File: src/rtl/cal_pkg.sv
package cal_pkg;
  typedef enum logic [2:0] {
    ST_IDLE    = 3'd0,
    ST_SET     = 3'd1,
    ST_SETTLE  = 3'd2,
    ST_MEASURE = 3'd3,
    ST_COMPARE = 3'd4,
    ST_APPLY   = 3'd5,
    ST_DONE    = 3'd6
  } sweep_state_t;

  // candidate (mode a, level a) beats incumbent (mode b, level b)
  function automatic logic ranks_above(input logic [7:0] mode_a, input logic [15:0] lvl_a,
                                       input logic [7:0] mode_b, input logic [15:0] lvl_b);
    if (mode_a != mode_b) return mode_a > mode_b;
    return lvl_a < lvl_b;
  endfunction
endpackage

File: src/rtl/cal_settle_timer.sv
module cal_settle_timer #(
  parameter int SETTLE_W = 8
) (
  input  logic                clk,
  input  logic                rst,
  input  logic                load_i,
  input  logic [SETTLE_W-1:0] load_val_i,
  input  logic                run_i,
  output logic                expired_o
);
  logic [SETTLE_W-1:0] cnt_q;

  always_ff @(posedge clk) begin
    if (rst) begin
      cnt_q <= '0;
    end else if (load_i) begin
      cnt_q <= load_val_i;
    end else if (run_i && cnt_q != '0) begin
      cnt_q <= cnt_q - 1'b1;
    end
  end

  assign expired_o = (cnt_q == '0);

  // the wait shrinks by one each settling cycle
  p_settle_countdown_r3: assert property (@(posedge clk) disable iff (rst)
    (run_i && !load_i && cnt_q != '0) |=> (cnt_q == $past(cnt_q) - 1'b1));
endmodule

File: src/rtl/cal_best_tracker.sv
module cal_best_tracker #(
  parameter int CODE_W  = 4,
  parameter int MODE_W  = 3,
  parameter int LEVEL_W = 8
) (
  input  logic               clk,
  input  logic               rst,
  input  logic               clear_i,
  input  logic               sample_i,
  input  logic [MODE_W-1:0]  mode_i,
  input  logic [LEVEL_W-1:0] level_i,
  input  logic               judge_i,
  input  logic [CODE_W-1:0]  code_i,
  output logic [CODE_W-1:0]  best_code_o
);
  import cal_pkg::*;

  logic [MODE_W-1:0]  cap_mode_q, best_mode_q;
  logic [LEVEL_W-1:0] cap_level_q, best_level_q;
  logic               have_q;
  logic               wins;

  always_comb begin
    wins = !have_q || ranks_above(8'(cap_mode_q), 16'(cap_level_q),
                                  8'(best_mode_q), 16'(best_level_q));
  end

  always_ff @(posedge clk) begin
    if (rst) begin
      cap_mode_q   <= '0;
      cap_level_q  <= '0;
      best_mode_q  <= '0;
      best_level_q <= '0;
      best_code_o  <= '0;
      have_q       <= 1'b0;
    end else begin
      if (clear_i) have_q <= 1'b0;
      if (sample_i) begin
        cap_mode_q  <= mode_i;
        cap_level_q <= level_i;
      end
      if (judge_i && wins) begin
        best_mode_q  <= cap_mode_q;
        best_level_q <= cap_level_q;
        best_code_o  <= code_i;
        have_q       <= 1'b1;
      end
    end
  end

  // codes are tried in ascending order, so the kept code never exceeds the trial
  p_best_not_ahead_r6: assert property (@(posedge clk) disable iff (rst)
    have_q |-> (best_code_o <= code_i));
endmodule

File: src/rtl/cal_sweep_ctrl.sv
module cal_sweep_ctrl #(
  parameter int CODE_W   = 4,
  parameter int SETTLE_W = 8
) (
  input  logic                clk,
  input  logic                rst,
  input  logic                start_i,
  input  logic [SETTLE_W-1:0] settle_i,
  input  logic                det_valid_i,
  input  logic                timer_expired_i,
  input  logic [CODE_W-1:0]   best_code_i,
  output logic                timer_load_o,
  output logic [SETTLE_W-1:0] timer_val_o,
  output logic                timer_run_o,
  output logic                clear_o,
  output logic                sample_o,
  output logic                judge_o,
  output logic [CODE_W-1:0]   code_o,
  output logic [CODE_W-1:0]   knob_o,
  output logic                busy_o,
  output logic                done_o
);
  import cal_pkg::*;

  localparam logic [CODE_W-1:0] LAST_CODE = {CODE_W{1'b1}};

  sweep_state_t        state_q;
  logic [CODE_W-1:0]   code_q;
  logic [SETTLE_W-1:0] settle_q;

  always_ff @(posedge clk) begin
    if (rst) begin
      state_q  <= ST_IDLE;
      code_q   <= '0;
      settle_q <= '0;
      knob_o   <= '0;
      busy_o   <= 1'b0;
      done_o   <= 1'b0;
    end else begin
      done_o <= 1'b0;
      case (state_q)
        ST_IDLE: if (start_i) begin
          state_q  <= ST_SET;
          code_q   <= '0;
          settle_q <= settle_i;
          busy_o   <= 1'b1;
        end
        ST_SET: begin
          knob_o  <= code_q;
          state_q <= ST_SETTLE;
        end
        ST_SETTLE:  if (timer_expired_i) state_q <= ST_MEASURE;
        ST_MEASURE: if (det_valid_i) state_q <= ST_COMPARE;
        ST_COMPARE: begin
          if (code_q == LAST_CODE) begin
            state_q <= ST_APPLY;
          end else begin
            code_q  <= code_q + 1'b1;
            state_q <= ST_SET;
          end
        end
        ST_APPLY: begin
          knob_o  <= best_code_i;
          done_o  <= 1'b1;
          state_q <= ST_DONE;
        end
        ST_DONE: begin
          busy_o  <= 1'b0;
          state_q <= ST_IDLE;
        end
        default: state_q <= ST_IDLE;
      endcase
    end
  end

  assign timer_load_o = (state_q == ST_SET);
  assign timer_val_o  = settle_q;
  assign timer_run_o  = (state_q == ST_SETTLE);
  assign clear_o      = (state_q == ST_IDLE) && start_i;
  assign sample_o     = (state_q == ST_MEASURE) && det_valid_i;
  assign judge_o      = (state_q == ST_COMPARE);
  assign code_o       = code_q;

  // done is a single-cycle pulse and comes while busy
  p_done_pulse_r7: assert property (@(posedge clk) disable iff (rst)
    done_o |=> !done_o);
  p_done_busy_r7: assert property (@(posedge clk) disable iff (rst)
    done_o |-> busy_o);
  // trial codes ascend by one
  p_code_step_r2: assert property (@(posedge clk) disable iff (rst)
    (state_q == ST_COMPARE && code_q != LAST_CODE) |=> (code_q == CODE_W'($past(code_q) + 1'b1)));
  // knob untouched while idle
  p_knob_hold_idle_r9: assert property (@(posedge clk) disable iff (rst)
    (state_q == ST_IDLE) |=> $stable(knob_o));
  // knob steady throughout settling
  p_knob_steady_settle_r3: assert property (@(posedge clk) disable iff (rst)
    (state_q == ST_SETTLE) |=> $stable(knob_o));
endmodule

File: src/rtl/cal_sweep_engine.sv
module cal_sweep_engine #(
  parameter int CODE_W   = 4,
  parameter int MODE_W   = 3,
  parameter int LEVEL_W  = 8,
  parameter int SETTLE_W = 8
) (
  input  logic                clk,
  input  logic                rst,
  input  logic                start_i,
  input  logic [SETTLE_W-1:0] settle_cycles_i,
  input  logic                det_valid_i,
  input  logic [MODE_W-1:0]   det_mode_i,
  input  logic [LEVEL_W-1:0]  det_level_i,
  output logic [CODE_W-1:0]   knob_o,
  output logic                busy_o,
  output logic                done_o
);
  logic                tmr_load, tmr_run, tmr_expired;
  logic [SETTLE_W-1:0] tmr_val;
  logic                trk_clear, trk_sample, trk_judge;
  logic [CODE_W-1:0]   trial_code, best_code;

  cal_sweep_ctrl #(.CODE_W(CODE_W), .SETTLE_W(SETTLE_W)) ctrl_i (
    .clk(clk), .rst(rst), .start_i(start_i), .settle_i(settle_cycles_i),
    .det_valid_i(det_valid_i), .timer_expired_i(tmr_expired), .best_code_i(best_code),
    .timer_load_o(tmr_load), .timer_val_o(tmr_val), .timer_run_o(tmr_run),
    .clear_o(trk_clear), .sample_o(trk_sample), .judge_o(trk_judge),
    .code_o(trial_code), .knob_o(knob_o), .busy_o(busy_o), .done_o(done_o)
  );

  cal_settle_timer #(.SETTLE_W(SETTLE_W)) timer_i (
    .clk(clk), .rst(rst), .load_i(tmr_load), .load_val_i(tmr_val),
    .run_i(tmr_run), .expired_o(tmr_expired)
  );

  cal_best_tracker #(.CODE_W(CODE_W), .MODE_W(MODE_W), .LEVEL_W(LEVEL_W)) track_i (
    .clk(clk), .rst(rst), .clear_i(trk_clear), .sample_i(trk_sample),
    .mode_i(det_mode_i), .level_i(det_level_i), .judge_i(trk_judge),
    .code_i(trial_code), .best_code_o(best_code)
  );
endmodule

File: config.mk
export PLATFORM = sky130hd
export DESIGN_NAME = cal_sweep_engine
export DESIGN_NICKNAME = d
export VERILOG_FILES = /design/src/rtl/cal_pkg.sv /design/src/rtl/cal_settle_timer.sv /design/src/rtl/cal_best_tracker.sv /design/src/rtl/cal_sweep_ctrl.sv /design/src/rtl/cal_sweep_engine.sv
export SDC_FILE = /design/constraint.sdc
export NUM_CORES = 1
export LEC_CHECK = 0
export BUFFER_PORTS_ARGS = -buffer_cell sky130_fd_sc_hd__buf_4
export CORE_MARGIN = 4
export CORE_UTILIZATION = 39
export CTS_CLUSTER_DIAMETER = 200
export DETAILED_ROUTE_END_ITERATION = 8
export PLACE_DENSITY = 0.55
export SKIP_CTS_REPAIR_TIMING = 1
export SYNTH_ARGS = -nofsm -noshare
export SYNTH_HDL_FRONTEND = slang
export SYNTH_SLANG_ARGS = --single-unit
File: constraint.sdc
create_clock -name clk -period 2.3 [get_ports clk]
set_clock_uncertainty 0.15 [all_clocks]
set_input_delay 0.46 -clock clk [delete_from_list [all_inputs] [get_ports clk]]
set_output_delay 0.46 -clock clk [all_outputs]
set_load 0.01 [all_outputs]
Yosys cells after proc, flatten, opt, wreduce, memory -nomap -nowiden
Index checks and enable logic that the tools add are counted.

Bitwise operators: 0. Shift-type cells: 0. $mul: 0. Multiplexer cells: 19. Reduce and logical (&&, ||, !) cells: 18. Magnitude comparators: 2. Add/subtract/negate cells: 2. Eq/ne operators: 12. Div/mod/pow operators: 0.

Operators with widths (count): $pmux 3 s6 (1); $mux 8 (2); $pmux 4 s2 (2); $mux 3 (4); $reduce_bool 2->1 (5); $eq 3x3->1 const B (3); $logic_not 8->1 (1); $lt 8x8->1 (1); $mux 4 (2); $ne 2x2->1 const B (4); $reduce_bool 8->1 (1); $sub 8x1->8 const B (1); $mux 1 (7); $eq 3x2->1 const B (2); $reduce_and 3->1 (2); $add 4x1->4 const B (1); $eq 4x4->1 const B (1); $logic_and 1x1->1 (4); $reduce_and 2->1 (2); $eq 3x1->1 const B (1); $gt 3x3->1 (1); $logic_not 3->1 (1); $ne 3x3->1 (1); $pmux 1 s2 (1); other kinds (2) (2).

Register bits after elaboration: 56. Memories kept: 0. Bits in read-only memories: 0. Memory bits (writable): 0. Output and inout bits: 6. Latch bits: 0.

Depth between registers and ports, before layout
Depth after elaboration: 6. Mapped depth: 9. Mapped depth without buffers: 7.

Cells and area by module
A second synthesis with hierarchy kept.

Cell total of the unflattened synthesis: 308. Area, all modules: 2901.5 µm².

Modules (own cells, without submodules): cal_best_tracker (sequential area each 540.5 µm², area an instance 1406.3 µm², cells an instance 138, times used 1); cal_sweep_ctrl (sequential area each 420.4 µm², area an instance 979.7 µm², cells an instance 111, times used 1); cal_settle_timer (sequential area each 160.2 µm², area an instance 515.5 µm², cells an instance 59, times used 1).

Worst setup path before layout
No wires, ideal clock.

Path type: reg2reg. Start point: reg track_i.best_level_q[2]. End point: reg track_i.best_code_o[3]. Setup slack: 0.239 ns. Data arrival time: 1.839 ns. Cell stages (with the launch flop): 10. Clock period less this slack: 2.061 ns. Cell sequence: dfxtp_1 > inv_1 > ha_1 > a211oi_1 > o21ai_0 > a21oi_2 > o21a_1 > buf_6 > buf_6 > mux2i_1.

Longest elaborated chain between the ends: 4.

RTL lines: start, declared (RTL line cal_best_tracker.sv:19) `logic [LEVEL_W-1:0] cap_level_q, best_level_q;`; start signal, assigned (RTL line cal_best_tracker.sv:44) `best_level_q <= cap_level_q;`; $lt 8x8->1 (RTL line cal_pkg.sv:16) `return lvl_a < lvl_b;`; $mux 1 (RTL line cal_pkg.sv:16); $logic_or 1x1->1 (RTL line cal_best_tracker.sv:24) `wins = !have_q || ranks_above(8'(cap_mode_q), 16'(cap_level_q),`; $logic_and 1x1->1 (RTL line cal_best_tracker.sv:42) `if (judge_i && wins) begin`; end signal, assigned (RTL line cal_best_tracker.sv:45) `best_code_o <= code_i;`; end, declared (RTL line cal_best_tracker.sv:14) `output logic [CODE_W-1:0] best_code_o`.

Every way passes these cells. A chain may end at the register's enable or synchronous reset.

Final worst setup path
Start point: reg ctrl_i.state_q[1]. End point: reg timer_i.cnt_q[4].

Longest elaborated chain between the ends: 3. Elaborated cells between the ends (all ways): 5. Classes of those cells: eq/ne (2); mux (1); reduce/logical (2).

RTL lines: start, declared (RTL line cal_sweep_ctrl.sv:27) `sweep_state_t state_q;`; start signal, assigned (RTL line cal_sweep_ctrl.sv:33) `state_q <= ST_IDLE;`; start signal, assigned (RTL line cal_sweep_ctrl.sv:43) `state_q <= ST_SET;`; start signal, assigned (RTL line cal_sweep_ctrl.sv:50) `state_q <= ST_SETTLE;`; $eq 3x2->1 (RTL line cal_sweep_ctrl.sv:78) `assign timer_run_o = (state_q == ST_SETTLE);`; $logic_and 1x1->1 (RTL line cal_settle_timer.sv:18) `end else if (run_i && cnt_q != '0) begin`; $reduce_bool 2->1 (no line); end signal, assigned (RTL line cal_settle_timer.sv:17) `cnt_q <= load_val_i;`; end signal, assigned (RTL line cal_settle_timer.sv:19) `cnt_q <= cnt_q - 1'b1;`; end, declared (RTL line cal_settle_timer.sv:11) `logic [SETTLE_W-1:0] cnt_q;`.

Several ways; a longest one is shown, not always the timed one.

==> summary by stage <==
GRT
Across every metal layer, demand over resource in global routing totals between 10% and 20%. The leftover overflow at the end of global routing is 0. The via count of the first global-routing pass is between 2000 and 2500. The number of antenna violations at the first check in global routing is 0. Entering global routing, the biggest net connects 50 pins. Global routing consumed, on the met3 layer, under 10% of the routing resources. The first-pass GRT wire length is a little under 10000 um.

The global routing's busiest layer is met2. For met1 alone, demand over resource in global routing was roughly a fifth. The fraction of met2 tracks used by global routing is between 20 and 25%.

Power
The sequential power share is between 50% and 60%. VDD sags by at most between 300 and 400 uV. The reported net switching power is ~540 uW. The reported leakage power is approximately 1.1 nW. The share of total power consumed by net switching is 28.0%. The clock network accounts for 25.1% of the total power.

For this design the ratio of total power to cell area is ~640 nW/um^2. The portion of total power attributed to combinational logic is 19.4%. The internal power of the cells is ~1.4 mW. The design draws ~1.9 mW.

STA
The total of endpoints with negative setup slack in the final report is 0. Setup repair after global routing left no endpoint under its margin. The top achievable clock speed is approximately 490 MHz.

Measured against its own limit, the worst slew margin works out to a little under two thirds. The number of pins exceeding their max-slew limit in the final report came to 0. For the final routed database, the setup TNS stands at 0 ns. The worst hold slack across all endpoints is between 0.2 and 0.25 ns. The number of endpoints with negative hold slack in the final report is 0. The shortest clock period the worst path allows after layout is 2.03 ns. The measured slew at the worst slew-check pin is between 0.5 and 0.6 ns. The period utilization is 88.1%.

Setup path
The slack of the worst reg-to-reg path is 0.27 ns. Together, buffers and inverters on the worst path number 0. In this design, the stage delay of the slowest critical-path cell is 0.46 ns. The cell family contributing the most delay on the critical path is simple AND/OR/NAND/NOR gates. At the worst endpoint, the arrival time is about 2.1 ns.

At the worst endpoint, the required time is 2.39 ns. Traced cell by cell, the critical path runs through nor3b_4, a21boi_4, and4b_1, mux2_1, a21oi_1. The maximum fanout along the worst path is 10.

STA classifies the critical path startpoint as a flip-flop. For this design, the slowest cell found on the critical path is dfxtp_1. The critical path endpoint category is a flip-flop. The worst setup path is of the reg2reg kind.

Synthesis
The fraction of registers with async set/reset is 0%. The number of cells produced by synthesis is roughly 310. Synthesis instantiated 47 different standard cells from the library. For this run, the leading register cell type out of synthesis is dfxtp_1.

The post-synthesis average cell area is 8.68 um^2. Ranked by total cell area, the synthesized netlist is headed by dfxtp_1, nand2_1, ha_1. The number of nets in the synthesized netlist is about 340.

The number of flops mapped to enable cells by yosys is 0. dfxtp_1 takes more of the synthesized area than any other cell. The most instantiated library cell after synthesis is nand2_1. The Yosys step of the flow raised 0 warnings.

The commonest cells after synthesis are nand2_1, dfxtp_1, a21oi_1, inv_1, nor2_1. The area share of the largest cell type after synthesis is 41.9%. The summed instance area of the synthesized netlist is ~2700 um^2. The part of the Yosys area used for sequential elements is 41.9%. Counting flops and latches in the post-synthesis netlist gives 56.

Routing
The initial DRC count is 80. The residual DRC count is 0. In this run the remaining antenna-violating nets after routing total 0. The count of TritonRoute iterations in the first routing pass is 4. Wires add up to 5650 um. The count of vias placed by the detailed router is 2137. After detailed routing, the number of vias per cell comes to between 5 and 6. After detailed routing, the average wire length per cell comes to 13.7 um.

Die
The die covers 8240 um^2. The region available for standard cell placement spans roughly 6500 um^2. The count of standard-cell rows is 29. Measured along the y axis, the die boundary spans between 90 and 100 um. The number of primary I/O pins is 29. The width of the die is a little over 90 um.

The initial utilization of the core area, before any placement, comes to between 40% and 50%.

Clocking
In this run, CTS created clock tree buffers numbering 5. CTS built an H-tree with a depth of 2. The clock edge transition at the registers on the reported setup and hold paths is approximately 0.09 ns. The largest buffer count on any clock path is 2. At the later pin of the worst-skew pair, clock insertion delay measures approximately 0.3 ns.

The CTS tree is built. CTS saw 56 sinks. The cell at the root of the clock tree is clkbuf_8.

Worst hold path
The classification of the worst-slack hold path is in2reg.

Place
In this run the tool buffered the top-level ports with 28 buffer cells. The number of placed cells counting well taps is about 410. The detailed placer's ending HPWL is approximately 4000 um. The global placement routability congestion is ~0.76.

Final layout
The post-route core utilization is around 47%. The filler cells instantiated in the layout total about 660. The final non-filler cell total is 412. Cells with a size suffix above 1 make up about 17% of the layout. The combined area of the multi-input logic cells is 1380 um^2. The number of antenna diodes in the final layout is 0. Compared with the post-synthesis result, the final layout area differs by 13.1%. Summing all flip-flop and latch instances after layout gives about 1100 um^2. The layout net count is about 370.

Job
Across the run, the number of max-cap violations was 0.

Status
The run finished with clean final reports.
-- worst reg2reg max path: stages, from the launching register on --
cell      delay [ns]
dfxtp_1         0.46
nor3b_4         0.32
a21boi_4        0.34
and4b_1         0.24
mux2_1          0.31
a21oi_1         0.13
-- cells by family after synthesis --
| logic type | share of synthesized area [%] |
|---|---|
| buf+inv | 6.55 |
| simple gates | 20.8 |
| xor+xnor | 0.328 |
| flops | 41.9 |
| compound gates | 19.8 |
| mux | 4.54 |
| fa+ha+maj | 6.09 |
-- placed cells by master (no fill, tap or decap), types with 6 or more instances in the layout --
| cell | count |
|---|---|
| dfxtp_1 | 56 |
| o31ai_1 | 9 |
| ha_1 | 13 |
| nand2_1 | 63 |
| inv_1 | 16 |
| buf_4 | 40 |
| nor2b_1 | 6 |
| nor2_1 | 16 |
| a21oi_1 | 32 |
| o2111ai_1 | 9 |
| mux2i_1 | 11 |
-- per-stage QoR --
| step | instance area (um^2) | setup WS, ns |
|---|---|---|
| 2_1_floorplan | 2670 | 0.239 |
| 3_3_place_gp | 2950 | 0.334 |
| 3_5_place_dp | 2950 | 0.296 |
| 4_1_cts | 3020 | 0.260 |
| 5_1_grt | 3020 | 0.132 |
| 6_report | 3020 | 0.273 |
-- flip-flops by register name, summed over array words and instances, names as in the netlist --
register / cells
track_i.cap_mode_q: 3
track_i.best_code_o: 4
track_i.best_level_q: 8
track_i.best_mode_q: 3
ctrl_i.timer_val_o: 8
ctrl_i.knob_o: 4
ctrl_i.code_o: 4
track_i.have_q: 1
track_i.cap_level_q: 8
ctrl_i.busy_o: 1
timer_i.cnt_q: 8
ctrl_i.state_q: 3
ctrl_i.done_o: 1
-- per-layer routing --
layer  wire length (um)  share of wire (%)  vias to the layer above
met5                  0                  0                        -
met4                 57                1.0                        0
met3                146                2.6                        4
met2               2540                 45                       19
met1               2910                 51                      981
li1                   -                  -                     1133
-- power by group through the flow --
stage                     clock network (mW)  logic, mW  registers, mW
after global placement                     0      0.378           1.10
final                                  0.487      0.375           1.07
after global routing                   0.547      0.426           1.08
after CTS                              0.509      0.382           1.08
after detailed placement                   0      0.380           1.10
after floorplan                            0      0.275           1.09
-- path summary, 6_finish.rpt --
path / endpoint / startpoint / cells after the start
setup / recovery: timer_i.cnt_q[4] / ctrl_i.state_q[1] / 5
hold / removal: track_i.cap_level_q[7] / det_level_i[7] / 3
setup reg to reg: timer_i.cnt_q[4] / ctrl_i.state_q[1] / 5
hold reg to reg: track_i.best_level_q[0] / track_i.best_level_q[0] / 2
-- final cells by class --
| class | count | area share, % |
|---|---|---|
| flip-flops and latches | 56 | 37.1 |
| multi-input cells | 218 | 45.5 |
| repair buffers | 40 | 9.93 |
| clock buffers | 5 | 2.28 |
| inverters | 16 | 1.99 |
| well taps | 77 | 3.19 |
Power figures use the tool's default switching activity.
